[src/rtl/adm_pkg.sv]
package adm_pkg;

    localparam int QF = 12;

    typedef enum logic [1:0] {
        ST_IDLE    = 2'd0,
        ST_MEASURE = 2'd1,
        ST_COMMIT  = 2'd2
    } adm_state_t;

    localparam logic [1:0] MAG_UP   = 2'b01;
    localparam logic [1:0] MAG_HOLD = 2'b00;
    localparam logic [1:0] MAG_DOWN = 2'b11;

    // Q4.12 product with round-half-up
    function automatic logic [31:0] qmul(input logic [31:0] a, input logic [15:0] q);
        logic [47:0] p;
        p = {16'b0, a} * {32'b0, q} + (48'd1 << (QF - 1));
        return 32'(p >> QF);
    endfunction

endpackage

[src/rtl/adm_threshold.sv]
module adm_threshold
    import adm_pkg::*;
#(
    parameter int SW          = 16,
    parameter int MW          = 17,
    parameter int ALPHA_Q     = 4506,
    parameter int INV_ALPHA_Q = 3724,
    parameter int HI_Q        = 6554,
    parameter int LO_Q        = 2979
) (
    input  logic [SW-1:0] step,
    input  logic          same_sign,
    input  logic [MW-1:0] mag,
    output logic [31:0]   nd,
    output logic [1:0]    code
);
    logic [31:0] hi_lim;
    logic [31:0] lo_lim;
    logic [31:0] mag32;

    always_comb begin
        nd     = qmul(32'(step), same_sign ? 16'(ALPHA_Q) : 16'(INV_ALPHA_Q));
        hi_lim = qmul(nd, 16'(HI_Q));
        lo_lim = qmul(nd, 16'(LO_Q));
        mag32  = 32'(mag);
        if (mag32 >= hi_lim)
            code = MAG_UP;
        else if (mag32 <= lo_lim)
            code = MAG_DOWN;
        else
            code = MAG_HOLD;
    end
endmodule

[src/rtl/adm_step_update.sv]
module adm_step_update
    import adm_pkg::*;
#(
    parameter int SW         = 16,
    parameter int STEP_MIN   = 26,
    parameter int STEP_MAX   = 2560,
    parameter int BETA_Q     = 9011,
    parameter int INV_BETA_Q = 1862
) (
    input  logic [31:0]   nd,
    input  logic [1:0]    code,
    output logic [SW-1:0] step_next
);
    localparam logic [31:0] SAT_LIM = 32'((64'd1 << SW) - 64'd1);
    localparam logic [31:0] MIN_LIM = 32'(STEP_MIN);
    localparam logic [31:0] MAX_LIM = 32'(STEP_MAX);

    logic [31:0] scaled;
    logic [31:0] sat;
    logic [31:0] clamped;

    always_comb begin
        unique case (code)
            MAG_UP:   scaled = qmul(nd, 16'(BETA_Q));
            MAG_DOWN: scaled = qmul(nd, 16'(INV_BETA_Q));
            default:  scaled = nd;
        endcase
        sat = (scaled > SAT_LIM) ? SAT_LIM : scaled;
        if (sat < MIN_LIM)
            clamped = MIN_LIM;
        else if (sat > MAX_LIM)
            clamped = MAX_LIM;
        else
            clamped = sat;
        step_next = SW'(clamped);
    end
endmodule

[src/rtl/adm_predict.sv]
module adm_predict #(
    parameter int DW = 16,
    parameter int SW = 16
) (
    input  logic signed [DW-1:0] y_old,
    input  logic [SW-1:0]        step,
    input  logic                 neg,
    output logic signed [DW-1:0] y_new
);
    localparam int SUMW = ((DW > SW) ? DW : SW) + 2;
    localparam logic signed [SUMW-1:0] Y_HI =
        $signed({{(SUMW-DW+1){1'b0}}, {(DW-1){1'b1}}});
    localparam logic signed [SUMW-1:0] Y_LO =
        $signed({{(SUMW-DW+1){1'b1}}, {(DW-1){1'b0}}});

    logic signed [SUMW-1:0] y_ext;
    logic signed [SUMW-1:0] st_ext;
    logic signed [SUMW-1:0] sum;

    always_comb begin
        y_ext  = $signed({{(SUMW-DW){y_old[DW-1]}}, y_old});
        st_ext = $signed({{(SUMW-SW){1'b0}}, step});
        sum    = neg ? (y_ext - st_ext) : (y_ext + st_ext);
        if (sum > Y_HI)
            y_new = Y_HI[DW-1:0];
        else if (sum < Y_LO)
            y_new = Y_LO[DW-1:0];
        else
            y_new = sum[DW-1:0];
    end
endmodule

[src/rtl/adm2_encoder.sv]
module adm2_encoder
    import adm_pkg::*;
#(
    parameter int DW          = 16,
    parameter int SW          = 16,
    parameter int INIT_STEP   = 256,
    parameter int STEP_MIN    = 26,
    parameter int STEP_MAX    = 2560,
    parameter int ALPHA_Q     = 4506,
    parameter int INV_ALPHA_Q = 3724,
    parameter int BETA_Q      = 9011,
    parameter int INV_BETA_Q  = 1862,
    parameter int HI_Q        = 6554,
    parameter int LO_Q        = 2979
) (
    input  logic                 clk,
    input  logic                 rst,
    input  logic                 in_valid,
    input  logic signed [DW-1:0] in_sample,
    output logic                 out_valid,
    output logic                 out_sign_neg,
    output logic [1:0]           out_mag,
    output logic signed [DW-1:0] out_recon
);
    localparam int MW = DW + 1;

    adm_state_t state, state_nx;

    logic signed [DW-1:0] x_q;
    logic signed [DW-1:0] y_q;
    logic [SW-1:0]        step_q;
    logic                 prev_neg;
    logic                 meas_neg;
    logic [1:0]           meas_code;
    logic [31:0]          meas_nd;

    logic signed [DW:0]   err;
    logic                 err_neg;
    logic [MW-1:0]        err_mag;
    logic [31:0]          nd_c;
    logic [1:0]           code_c;
    logic [SW-1:0]        step_nx;
    logic signed [DW-1:0] y_nx;

    // error against the prediction left by the previous sample
    always_comb begin
        err     = $signed({x_q[DW-1], x_q}) - $signed({y_q[DW-1], y_q});
        err_neg = err[DW];
        err_mag = err_neg ? MW'(-err) : MW'(err);
    end

    adm_threshold #(
        .SW(SW), .MW(MW), .ALPHA_Q(ALPHA_Q), .INV_ALPHA_Q(INV_ALPHA_Q),
        .HI_Q(HI_Q), .LO_Q(LO_Q)
    ) u_thresh (
        .step(step_q), .same_sign(err_neg == prev_neg), .mag(err_mag),
        .nd(nd_c), .code(code_c)
    );

    adm_step_update #(
        .SW(SW), .STEP_MIN(STEP_MIN), .STEP_MAX(STEP_MAX),
        .BETA_Q(BETA_Q), .INV_BETA_Q(INV_BETA_Q)
    ) u_step (
        .nd(meas_nd), .code(meas_code), .step_next(step_nx)
    );

    adm_predict #(.DW(DW), .SW(SW)) u_pred (
        .y_old(y_q), .step(step_nx), .neg(meas_neg), .y_new(y_nx)
    );

    // state register
    always_ff @(posedge clk) begin
        if (rst) state <= ST_IDLE;
        else     state <= state_nx;
    end

    always_comb begin
        state_nx = state;
        unique case (state)
            ST_IDLE:    if (in_valid) state_nx = ST_MEASURE;
            ST_MEASURE: state_nx = ST_COMMIT;
            ST_COMMIT:  state_nx = ST_IDLE;
            default:    state_nx = ST_IDLE;
        endcase
    end

    // datapath registers
    always_ff @(posedge clk) begin
        if (rst) begin
            x_q       <= '0;
            y_q       <= '0;
            step_q    <= SW'(INIT_STEP);
            prev_neg  <= 1'b0;
            meas_neg  <= 1'b0;
            meas_code <= MAG_HOLD;
            meas_nd   <= '0;
        end else begin
            unique case (state)
                ST_IDLE: if (in_valid) x_q <= in_sample;
                ST_MEASURE: begin
                    meas_neg  <= err_neg;
                    meas_code <= code_c;
                    meas_nd   <= nd_c;
                end
                ST_COMMIT: begin
                    step_q   <= step_nx;
                    y_q      <= y_nx;
                    prev_neg <= meas_neg;
                end
                default: ;
            endcase
        end
    end

    // outputs
    always_ff @(posedge clk) begin
        if (rst) begin
            out_valid    <= 1'b0;
            out_sign_neg <= 1'b0;
            out_mag      <= MAG_HOLD;
            out_recon    <= '0;
        end else begin
            out_valid <= (state == ST_COMMIT);
            if (state == ST_COMMIT) begin
                out_sign_neg <= meas_neg;
                out_mag      <= meas_code;
                out_recon    <= y_nx;
            end
        end
    end
endmodule

[config.mk]
export PLATFORM = sky130hd
export DESIGN_NAME = adm2_encoder
export DESIGN_NICKNAME = d
export VERILOG_FILES = /design/src/rtl/adm_pkg.sv /design/src/rtl/adm_threshold.sv /design/src/rtl/adm_step_update.sv /design/src/rtl/adm_predict.sv /design/src/rtl/adm2_encoder.sv
export SDC_FILE = /design/constraint.sdc
export NUM_CORES = 1
export LEC_CHECK = 0
export ABC_CLOCK_PERIOD_IN_PS = 21700
export BUFFER_PORTS_ARGS = -buffer_cell sky130_fd_sc_hd__buf_4
export CAP_MARGIN = 30
export CORE_ASPECT_RATIO = 0.6
export CORE_MARGIN = 3
export CORE_UTILIZATION = 50
export CTS_BUF_LIST = sky130_fd_sc_hd__clkbuf_2
export DETAILED_ROUTE_END_ITERATION = 10
export PLACE_DENSITY = 0.71
export SYNTH_ARGS = -nofsm -noshare
export SYNTH_HDL_FRONTEND = slang
export SYNTH_SLANG_ARGS = --single-unit
[constraint.sdc]
create_clock -name clk -period 21.7 [get_ports clk]
set_input_delay 3.255 -clock clk [delete_from_list [all_inputs] [get_ports clk]]
set_output_delay 3.255 -clock clk [all_outputs]
set_load 0.02 [all_outputs]
---- After elaboration in Yosys (flattened, before gate mapping) ----
Index checks and enable logic that the tools add are counted.
storage, ports and cells
  output and inout port bits .............. 20
  input port bits ......................... 19
  bits in read-only memories .............. 0
  latch bits .............................. 0
  bits in writable memories ............... 0
  register bits ........................... 89
  memories kept ........................... 0
operators by class
  div/mod/pow operators ................... 0
  muxes and demuxes ....................... 13
  shift-type cells ........................ 0
  $add $sub $neg .......................... 9
  reduce and logical (&&, ||, !) cells .... 2
  equality and inequality tests ........... 6
  bitwise operators ....................... 0
  $mul .................................... 5
  magnitude comparators ................... 7
operators with widths
  operator                                                         number
  adder 44 x 12 -> 44 bit, second input constant                   3
  two-way mux 16 bit                                               4
  one-hot mux 32 bit (2 select lines)                              1
  adder 43 x 12 -> 44 bit, second input constant                   1
  multiplier 32 x 12 -> 44 bit, second input constant              1
  multiplier 32 x 14 -> 44 bit, second input constant              1
  multiplier 32 x 12 -> 43 bit, second input constant              1
  multiplier 32 x 10 -> 42 bit, second input constant              1
  adder 32 x 12 -> 33 bit, second input constant                   1
  greater-or-equal comparator 17 x 32 -> 1 bit                     1
  greater-than comparator 32 x 12 -> 1 bit, second input constant  1
  greater-than comparator 32 x 16 -> 1 bit, second input constant  1
  <= comparator 17 x 32 -> 1 bit                                   1
  less-than comparator 32 x 5 -> 1 bit, second input constant      1
  multiplier 16 x 16 -> 32 bit                                     1
  two-way mux 32 bit                                               1
  adder 16 x 17 -> 18 bit                                          1
  greater-than comparator 18 x 16 -> 1 bit, second input constant  1
  less-than comparator 18 x 16 -> 1 bit, second input constant     1
  two-way mux 18 bit                                               1
  subtractor 16 x 17 -> 18 bit                                     1
  two-way mux 17 bit                                               1
  negation 17 bit                                                  1
  subtractor 16 x 16 -> 17 bit                                     1
  9 further kinds                                                  13

---- Logic depth before layout (Yosys ltp) ----
Gate-level depths: netlist (run 1).
  depth after elaboration ................. 13
  gate-level depth with buffers ........... 72

---- Modules after synthesis ----
A second synthesis (run 1) with hierarchy kept.
second synthesis, totals
  cells, all modules ...................... 3,983
  area total of the unflattened synthesis .. 34,439.3 um^2
modules (own cells, without submodules)
  module           cells an instance  area each (um^2)  seq. area each (um^2)  instances
  adm_step_update  1,692              15,046.9          0.0                    1
  adm_threshold    1,542              13,772.0          0.0                    1
  adm2_encoder     549                4,181.5           1,781.7                1
  adm_predict      200                1,438.9           0.0                    1

---- Least setup slack after synthesis (run 1) ----
Ideal clock, no wire load.
  path type ............................... register to register
  start point ............................. register, netlist name out_recon[0]
  end point ............................... register meas_code[1]
  buffers on the path ..................... 1
  stages on the path, launching flop included .. 68
  path slack .............................. 5.987 ns
  arrival time ............................ 15.642 ns
  library setup time ...................... 0.070 ns
  period minus slack after synthesis ...... 15.713 ns
  path through ............................ dfxtp_1 ha_1 inv_1 fa_1 a21o_1 a21oi_1 o21ai_0 a21oi_1 o21ai_0 a21oi_1 o21ai_0 a21oi_1 o21ai_0 nand2_1 a21oi_1 o31a_1 xnor2_1 clkbuf_1 [... 32 more ...] a21oi_1 a31oi_1 a211o_1 nand2_1 a21oi_1 o21a_1 or2_2 ha_1 a21o_1 a21o_1 a21oi_1 o211ai_1 a21o_1 nand3_1 a21oi_1 mux2_2 or3_1 a21oi_1
RTL lines
  item                  line                 RTL
  end signal, assigned  adm2_encoder.sv:102  meas_code <= code_c;
  end, declared         adm2_encoder.sv:34   logic [1:0] meas_code;

==> results.tsv, run 1 <==
metric	value	unit
worst setup path category	reg -> reg	
relative slew slack	0.06080	
Syn Std Cell Area	28150	um^2
Clk pin slew, worst setup/hold paths	0.31	ns
total track usage	0.2728	
DR iter-0 viols	2408	
post-route ant nets	0	
MaxCap Viol Count	0	
CTS Sinks	77	
Distinct cells, synth	86	
unrepaired setup endpoints after global routing	no	
synthesized-area fraction occupied by and/or/nand/nor cells	0.1197	
crit-path max FO	36	
final hold vios	0	
# IOs	39	
TritonCTS Buffers	9	
Fillers	5060	
Starting Density	0.5125	
final worst path period need	17.24	ns
num rows	66	
Slowest-stage cell, CP	a221oi_1	
postcts setup bufs	0	
vias	22440	
gr ovfl total	0	
pre-CTS setup slack	4.689	ns
setup violators final	0	
core footprint	54920	um^2
Post-Synth XOR/XNOR Area	0.04419	
Main synth FF type	dfxtp_1	
critical path arrival	17.94	ns
CTS tree	done	
WP data required	22.39	ns
worst stage delay on the critical path	0.79	ns
Port-buffer cells	38	
complex-gate fraction of the synthesized area	0.1220	
Crit path top cell by count	a21oi_1	
placed instance count	3900	
vias in the first global route	21430	
htree depth	3	
Clock Skew	0.06815	ns
DRT Wirelength	79160	um
initial antenna violation count	5	
Die X	312.3	um
Syn Inst Count	3180	
synth warn	0	
setup tns final	0	ns
Final Max Tran Viols	0	
FFs w/ async S/R, synth	0	
drt drc	0	
period utilisation layout	0.7946	
detailed placer's ending HPWL	69830	um
main combinational cell family by area after synthesis	adder cells	
Area Overhead vs Synth	4.277	%
worst setup margin	4.457	ns
Hold Path Class	reg -> reg	
Post-Layout Cell Count	3920	
Slew @ Worst Pin	1.406	ns
die area	59270	um^2
Nets	4213	
clock latency at the later pin of the worst-skew pair	0.73	ns
EDFF count, synth	0	
CTS Buffer Depth	2	
wire per inst	20.19	um
routability cong.	1.002	
part of the Yosys area used for sequential elements	0.05477	
status	finished, final reports clean	
Synth Area in Adders	0.5599	
largest net degree at the start of global routing	43	
DRT Pass-1 Iters	6	
Mean Syn Cell Area	8.851	um^2
CP Capture Type	register	
first-pass GRT wire length	125300	um
mux share of post-synthesis cell area	0.002934	
vias per cell	5.725	
Die Ht	189.8	um
fraction of layout cells with a size suffix above 1	0.03312	
number of hold buffers added after CTS	0	
Startpoint Class	register	
CTS Root Cell	clkbuf_2	
Yosys reg bits	77	
Resized cells post-CTS	0	
fmax	58.00	MHz
[placed cells by master (no fill, tap or decap), types with 22 or more instances in the layout]
cell type,n
a21o_1,38
a21oi_1,163
a221oi_1,22
buf_4,59
dfxtp_1,77
fa_1,383
ha_1,646
inv_1,626
nand2_1,217
nand2b_1,38
nand3_1,63
nand4_1,30
nor2_1,124
nor2b_1,35
nor3_1,49
o21a_1,33
o21ai_0,90
or3_1,24
xnor2_1,82
xor2_1,59
[registers in the layout, summed over array words and instances, names as in the netlist]
register	cells
meas_code	2
out_valid	1
state	2
out_recon	16
meas_neg	1
out_mag	2
step_q	16
x_q	16
meas_nd	20
out_sign_neg	1
[synthesized netlist by cell type, types with 6 or more instances]
cell,instances,area (um^2)
and3_1,19,118.9
a21oi_1,163,815.8
a211o_1,8,70.07
nand2_1,217,814.5
o31a_1,7,61.31
xnor2_1,83,727.0
o31ai_1,13,97.59
nand2b_1,38,237.7
nor3_1,49,245.2
o41ai_1,9,78.83
a221oi_1,22,192.7
nand3_1,63,315.3
ha_1,646,8083
nor2_1,124,465.5
and4_1,9,78.83
o21ai_0,90,450.4
or2_2,9,56.30
fa_1,383,7667
o21a_1,33,247.7
o211ai_1,17,127.6
nand4_1,30,187.7
nor2b_1,36,225.2
buf_2,9,45.04
o21bai_1,12,90.09
o21ai_1,10,50.05
a31oi_1,16,100.1
xor2_1,59,516.8
nor3b_1,6,45.04
and2_1,19,118.9
inv_1,626,2350
a21o_1,38,285.3
or3_1,24,150.1
or4_1,11,82.58
mux2i_1,6,60.06
a211oi_1,15,112.6
dfxtp_1,77,1541
clkbuf_1,75,281.5
[metrics by stage]
step	cell area, um^2	hold WS, ns	util
floorplan	28160	0.4363	-
global placement	29180	0.4515	0.5313
detailed placement	29200	0.4487	0.5317
CTS	29320	0.4764	0.5339
global route	29350	0.5107	0.5345
finish	29350	0.4782	0.5345
[logic make-up (layout without fill, tap and decap cells)]
group,count (synthesis),count (layout)
buffers and inverters,717,704
flip-flops,77,77
XOR/XNOR,142,142
other,1,6
AND/OR/NAND/NOR,682,682
AO/OA/AOI/OAI,523,523
multiplexers,8,8
adder cells (fa/ha/maj),1030,1030
[worst max-delay path: cells and delay by family (launching register included)]
family,cells,cell delay (ns)
simple gates,11,2.14
fa+ha+maj,16,6.20
compound gates,31,6.45
xor+xnor,2,0.90
mux,1,0.31
buf+inv,7,0.74
flops,1,0.42
[metal layers]
metal	part of all wire	GRT usage
met1	0.50	0.4461
met2	0.35	0.3293
met3	0.14	0.1128
met4	0.0079	0.02550
met5	0.00034	0
[final timing paths]
kind / from / slack (ns) / cells past startpoint / endpoint
hold reg to reg: x_q[0] / 0.48 / 2 / x_q[0]
setup / recovery: out_recon[0] / 4.46 / 68 / meas_code[1]
setup reg to reg: out_recon[0] / 4.46 / 68 / meas_code[1]
hold / removal: x_q[0] / 0.48 / 2 / x_q[0]
[area by class of cell]
type / instances / area, um^2 / area share
multi-input combinational: 2389 / 23920 / 0.8149
inverter: 626 / 2350 / 0.08006
sequential: 77 / 1541 / 0.05252
tap: 748 / 935.9 / 0.03189
timing repair buffer: 62 / 476.7 / 0.01624
clock inverter: 7 / 80.08 / 0.002728
clock buffer: 9 / 45.04 / 0.001535
antenna: 2 / 5.005 / 0.0001705
Power of run 1 is left out: the tool's default activity adds up to more than one toggle a clock period on the data nets, which glitch-free logic cannot reach.
==> run 2, diff against run 1 <==
--- a/config.mk
+++ b/config.mk
@@ -5,7 +5,7 @@
 export SDC_FILE = /design/constraint.sdc
 export NUM_CORES = 1
 export LEC_CHECK = 0
-export ABC_CLOCK_PERIOD_IN_PS = 21700
+export ABC_CLOCK_PERIOD_IN_PS = 14100
 export BUFFER_PORTS_ARGS = -buffer_cell sky130_fd_sc_hd__buf_4
 export CAP_MARGIN = 30
 export CORE_ASPECT_RATIO = 0.6
@@ -13,7 +13,7 @@
 export CORE_UTILIZATION = 50
 export CTS_BUF_LIST = sky130_fd_sc_hd__clkbuf_2
 export DETAILED_ROUTE_END_ITERATION = 10
-export PLACE_DENSITY = 0.71
+export PLACE_DENSITY = 0.73
 export SYNTH_ARGS = -nofsm -noshare
 export SYNTH_HDL_FRONTEND = slang
 export SYNTH_SLANG_ARGS = --single-unit
==> constraint.sdc (replaced) <==
create_clock -name clk -period 14.1 [get_ports clk]
set_input_delay 2.115 -clock clk [delete_from_list [all_inputs] [get_ports clk]]
set_output_delay 2.115 -clock clk [all_outputs]
set_load 0.02 [all_outputs]
==> results.tsv, run 2 (synthesis results as in run 1) <==
metric	value	unit
Slew @ Worst Pin	1.665	ns
commonest non-fill, non-tap cell in the layout	ha_1	
Die Ht	189.8	um
multi-input logic area	24570	um^2
Top Usage Layer GRT	met1	
Port-buffer cells	38	
detailed placer's ending HPWL	71860	um
met3 Use GR	0.08743	
CTS tree	done	
period utilisation layout	1.045	
vias per cell	5.561	
worst setup margin	-0.6360	ns
CTS Buffer Depth	2	
Starting Density	0.5125	
first-pass GRT wire length	129100	um
worst setup path category	reg -> reg	
Largest Register	meas_nd	
final worst path period need	14.74	ns
drt drc	0	
CTS Root Cell	clkbuf_2	
max reg flops	20	
vias	23820	
gr ovfl total	0	
number of hold buffers added after CTS	0	
Placed Area	32000	um^2
Final Cell Area	32780	um^2
Hold Path Class	reg -> reg	
setup violators final	2	
met2 track demand over resource	0.3487	
# IOs	39	
Slowest-stage cell, CP	fa_1	
DRT Pass-1 Iters	7	
die area	59270	um^2
fin util	0.5969	
r2r worst-path depth	71	
Startpoint Class	register	
slack of the worst reg-to-reg path	-0.64	ns
Die X	312.3	um
total track usage	0.2766	
Fillers	4739	
Clock Skew	0.04388	ns
Reg area	1548	um^2
DR iter-0 viols	2462	
num rows	66	
MaxCap Viol Count	0	
CP startpoint	x_q[0]	
core footprint	54920	um^2
CTS Sinks	77	
reg2reg start	x_q[0]	
vias in the first global route	22850	
crit-path max FO	8	
Area Overhead vs Synth	16.47	%
r2r endpoint	meas_code[1]	
htree depth	3	
unrepaired setup endpoints after global routing	yes	
critical path arrival	15.29	ns
final hold vios	0	
largest net degree at the start of global routing	73	
wire per inst	19.13	um
CP Capture Type	register	
CP Capture Point	meas_code[1]	
post-route ant nets	0	
TritonCTS Buffers	9	
most frequent cells in the layout	ha_1, inv_1, buf_4	
relative slew slack	-0.1126	
Crit path top cell by count	a21oi_2	
Clk pin slew, worst setup/hold paths	0.24	ns
DRT Wirelength	81930	um
WP data required	14.66	ns
initial antenna violation count	2	
fraction of layout cells with a size suffix above 1	0.1619	
status	finished with violations	
clock latency at the later pin of the worst-skew pair	0.62	ns
Nets	4576	
Final Max Tran Viols	12	
worst stage delay on the critical path	0.58	ns
routability cong.	1.040	
fmax	67.86	MHz
failing checks	slew limit, setup timing	
met1 usage	0.4603	
## run 2: cell count changes in the layout (fill, tap and decap cells not counted), sizes merged
| cell | delta |
|---|---|
| clkinv | -1 |
| clkinvlp | +2 |
| inv | -1 |
| clkbuf | -1 |
| buf | +364 |
## run 2: what timing repair did
item,in CTS,in global routing
gates cloned,1,0
pin swaps,55,43
buffers inserted,15,12
resized for setup,46,43
endpoints found under the setup margin,2,2
## run 2: how the worst min path moves through the flow
stage / startpoint / endpoint / slack [ns] / depth (start not counted)
6_report: x_q[0] / x_q[0] / 0.48 / 2
5_1_grt: x_q[0] / x_q[0] / 0.50 / 2
4_1_cts: x_q[0] / x_q[0] / 0.48 / 2
3_5_place_dp: x_q[0] / x_q[0] / 0.45 / 2
3_3_place_gp: meas_nd[16] / meas_nd[16] / 0.45 / 2
2_1_floorplan: x_q[0] / x_q[0] / 0.44 / 2
## run 2: worst max-delay path: cells and delay by family, from the launching register on
family / cells / cell delay, ns
mux: 1 / 0.28
compound gates: 30 / 4.88
simple gates: 10 / 1.67
xor+xnor: 3 / 0.53
flops: 1 / 0.38
fa+ha+maj: 16 / 5.96
buf+inv: 11 / 0.98
## run 2: through the flow
stage | setup TNS (ns) | hold slack [ns] | worst slack [ns] | instances
4_1_cts | -1.543 | 0.4805 | -0.8106 | 4269
5_1_grt | -2.270 | 0.5019 | -1.152 | 4283
3_3_place_gp | -1.481 | 0.4481 | -0.7869 | 4237
3_5_place_dp | -1.926 | 0.4500 | -0.9762 | 4237
6_report | -1.141 | 0.4801 | -0.6360 | 4283
2_1_floorplan | -0.2199 | 0.4363 | -0.1396 | 3183
## run 2: cell type report
cell class / count / area share
antenna: 2 / 0.0001527
inverter: 626 / 0.07176
tap: 748 / 0.02855
clock buffer: 9 / 0.001374
timing repair buffer: 425 / 0.09905
multi-input combinational: 2389 / 0.7496
sequential: 77 / 0.04722
clock inverter: 7 / 0.002252
## run 2: per-layer routing
layer  share of wire  up-vias
met4          0.0057        0
met3            0.13       37
li1                -    11330
met5               0        -
met2            0.36     1061
met1            0.51    11390
Power of run 2 is left out for the same reason.
==> run 3, diff against run 2 <==
--- a/config.mk
+++ b/config.mk
@@ -10,10 +10,10 @@
 export CAP_MARGIN = 30
 export CORE_ASPECT_RATIO = 0.6
 export CORE_MARGIN = 3
-export CORE_UTILIZATION = 50
+export CORE_UTILIZATION = 46
 export CTS_BUF_LIST = sky130_fd_sc_hd__clkbuf_2
 export DETAILED_ROUTE_END_ITERATION = 10
-export PLACE_DENSITY = 0.73
+export PLACE_DENSITY = 0.69
 export SYNTH_ARGS = -nofsm -noshare
 export SYNTH_HDL_FRONTEND = slang
 export SYNTH_SLANG_ARGS = --single-unit
==> results.tsv, run 3 (synthesis results as in run 1) <==
metric	value	unit
post-route ant nets	0	
period utilisation layout	1.059	
Area Overhead vs Synth	17.27	%
CTS Buffer Depth	2	
CTS tree	done	
first-pass GRT wire length	130300	um
DRT Pass-1 Iters	8	
vias in the first global route	22730	
final worst path period need	14.93	ns
Nets	4579	
reg2reg start	x_q[0]	
DRT Wirelength	85020	um
worst setup path category	reg -> reg	
setup tns final	-1.578	ns
fin util	0.5517	
gr ovfl total	0	
Crit path top cell by count	a21oi_2	
Clk pin slew, worst setup/hold paths	0.27	ns
Die X	325.3	um
Slowest-stage cell, CP	fa_1	
Final Max Tran Viols	0	
Min-Delay Endpoint	x_q[0]	
Startpoint Class	register	
CTS Root Cell	clkbuf_2	
worst stage delay on the critical path	0.58	ns
clock latency at the later pin of the worst-skew pair	0.71	ns
Largest Register	meas_nd	
core footprint	59830	um^2
Port-buffer cells	38	
final hold vios	0	
total track usage	0.2610	
most frequent cells in the layout	ha_1, inv_1, buf_4	
failing checks	setup timing	
largest net degree at the start of global routing	73	
DR iter-0 viols	2326	
MaxCap Viol Count	0	
Die Ht	197.6	um
htree depth	3	
CP Capture Type	register	
worst setup margin	-0.8303	ns
die area	64290	um^2
number of hold buffers added after CTS	0	
worst hold start	x_q[0]	
WP data required	14.74	ns
initial antenna violation count	3	
max reg flops	20	
relative slew slack	0.02473	
vias per cell	5.435	
commonest non-fill, non-tap cell in the layout	ha_1	
drt drc	0	
detailed placer's ending HPWL	73930	um
wire per inst	19.52	um
slack of the worst reg-to-reg path	-0.83	ns
num rows	69	
status	finished with violations	
# IOs	39	
fmax	66.98	MHz
Clock Skew	0.05779	ns
r2r worst-path depth	72	
Hold Path Class	reg -> reg	
vias	23670	
setup violators final	2	
Hold Path Stages	2	
CTS Sinks	77	
r2r endpoint	meas_code[1]	
crit-path max FO	5	
Fillers	5252	
critical path arrival	15.57	ns
unrepaired setup endpoints after global routing	yes	
routability cong.	0.9759	
Starting Density	0.4704	
TritonCTS Buffers	9	
fraction of layout cells with a size suffix above 1	0.1640	
Slew @ Worst Pin	1.460	ns
run 3: area by class of cell:
| type | count | area [um^2] | share of cell area |
|---|---|---|---|
| Clock inverter | 7 | 81.33 | 0.002464 |
| Clock buffer | 9 | 45.04 | 0.001365 |
| Tap cell | 816 | 1021 | 0.03093 |
| Sequential cell | 77 | 1548 | 0.04689 |
| Inverter | 626 | 2352 | 0.07126 |
| Antenna cell | 3 | 7.507 | 0.0002274 |
| Multi-Input combinational cell | 2389 | 24640 | 0.7465 |
| Timing Repair Buffer | 428 | 3312 | 0.1003 |
run 3: routing by layer:
metal  GRT usage  vias to the layer above  wire length [um]
li1            -                    11350                 -
met1      0.4170                    11170             42360
met2      0.3100                     1089             29130
met3      0.1229                       57             12380
met4     0.02383                        6               755
met5     0.04275                        -               389
run 3: through the flow:
stage	std cells	instance area, um^2	hold WS [ns]	worst slack [ns]
floorplan	3183	28430	0.4363	-0.1396
global placement	4308	32100	0.4504	-0.7290
detailed placement	4310	32130	0.4503	-0.8854
CTS	4328	32320	0.4773	-0.8331
global route	4355	33010	0.5090	-1.350
finish	4355	33010	0.4833	-0.8303
run 3: what timing repair did:
action / 4_1_cts / 5_1_grt
pin swaps: 2 / 60
endpoints found under the setup margin: 2 / 2
gates resized for setup: 10 / 84
gates cloned: 0 / 2
buffers inserted: 2 / 22
run 3: how the worst max path moves through the flow:
stage                 start      endpoint  cells after the start
2_1_floorplan  out_recon[0]  meas_code[1]                     67
3_3_place_gp         x_q[0]  meas_code[0]                     66
3_5_place_dp         x_q[0]  meas_code[1]                     68
4_1_cts              x_q[0]  meas_code[1]                     70
5_1_grt              x_q[0]  meas_code[0]                     72
6_report             x_q[0]  meas_code[1]                     72
run 3: critical path: cells and delay by family (launching register included):
family / cells / cell delay [ns]
fa+ha+maj: 16 / 5.99
compound gates: 32 / 5.39
simple gates: 9 / 1.46
buf+inv: 12 / 1.02
flops: 1 / 0.39
xor+xnor: 2 / 0.35
mux: 1 / 0.29
Power of run 3 is left out for the same reason.
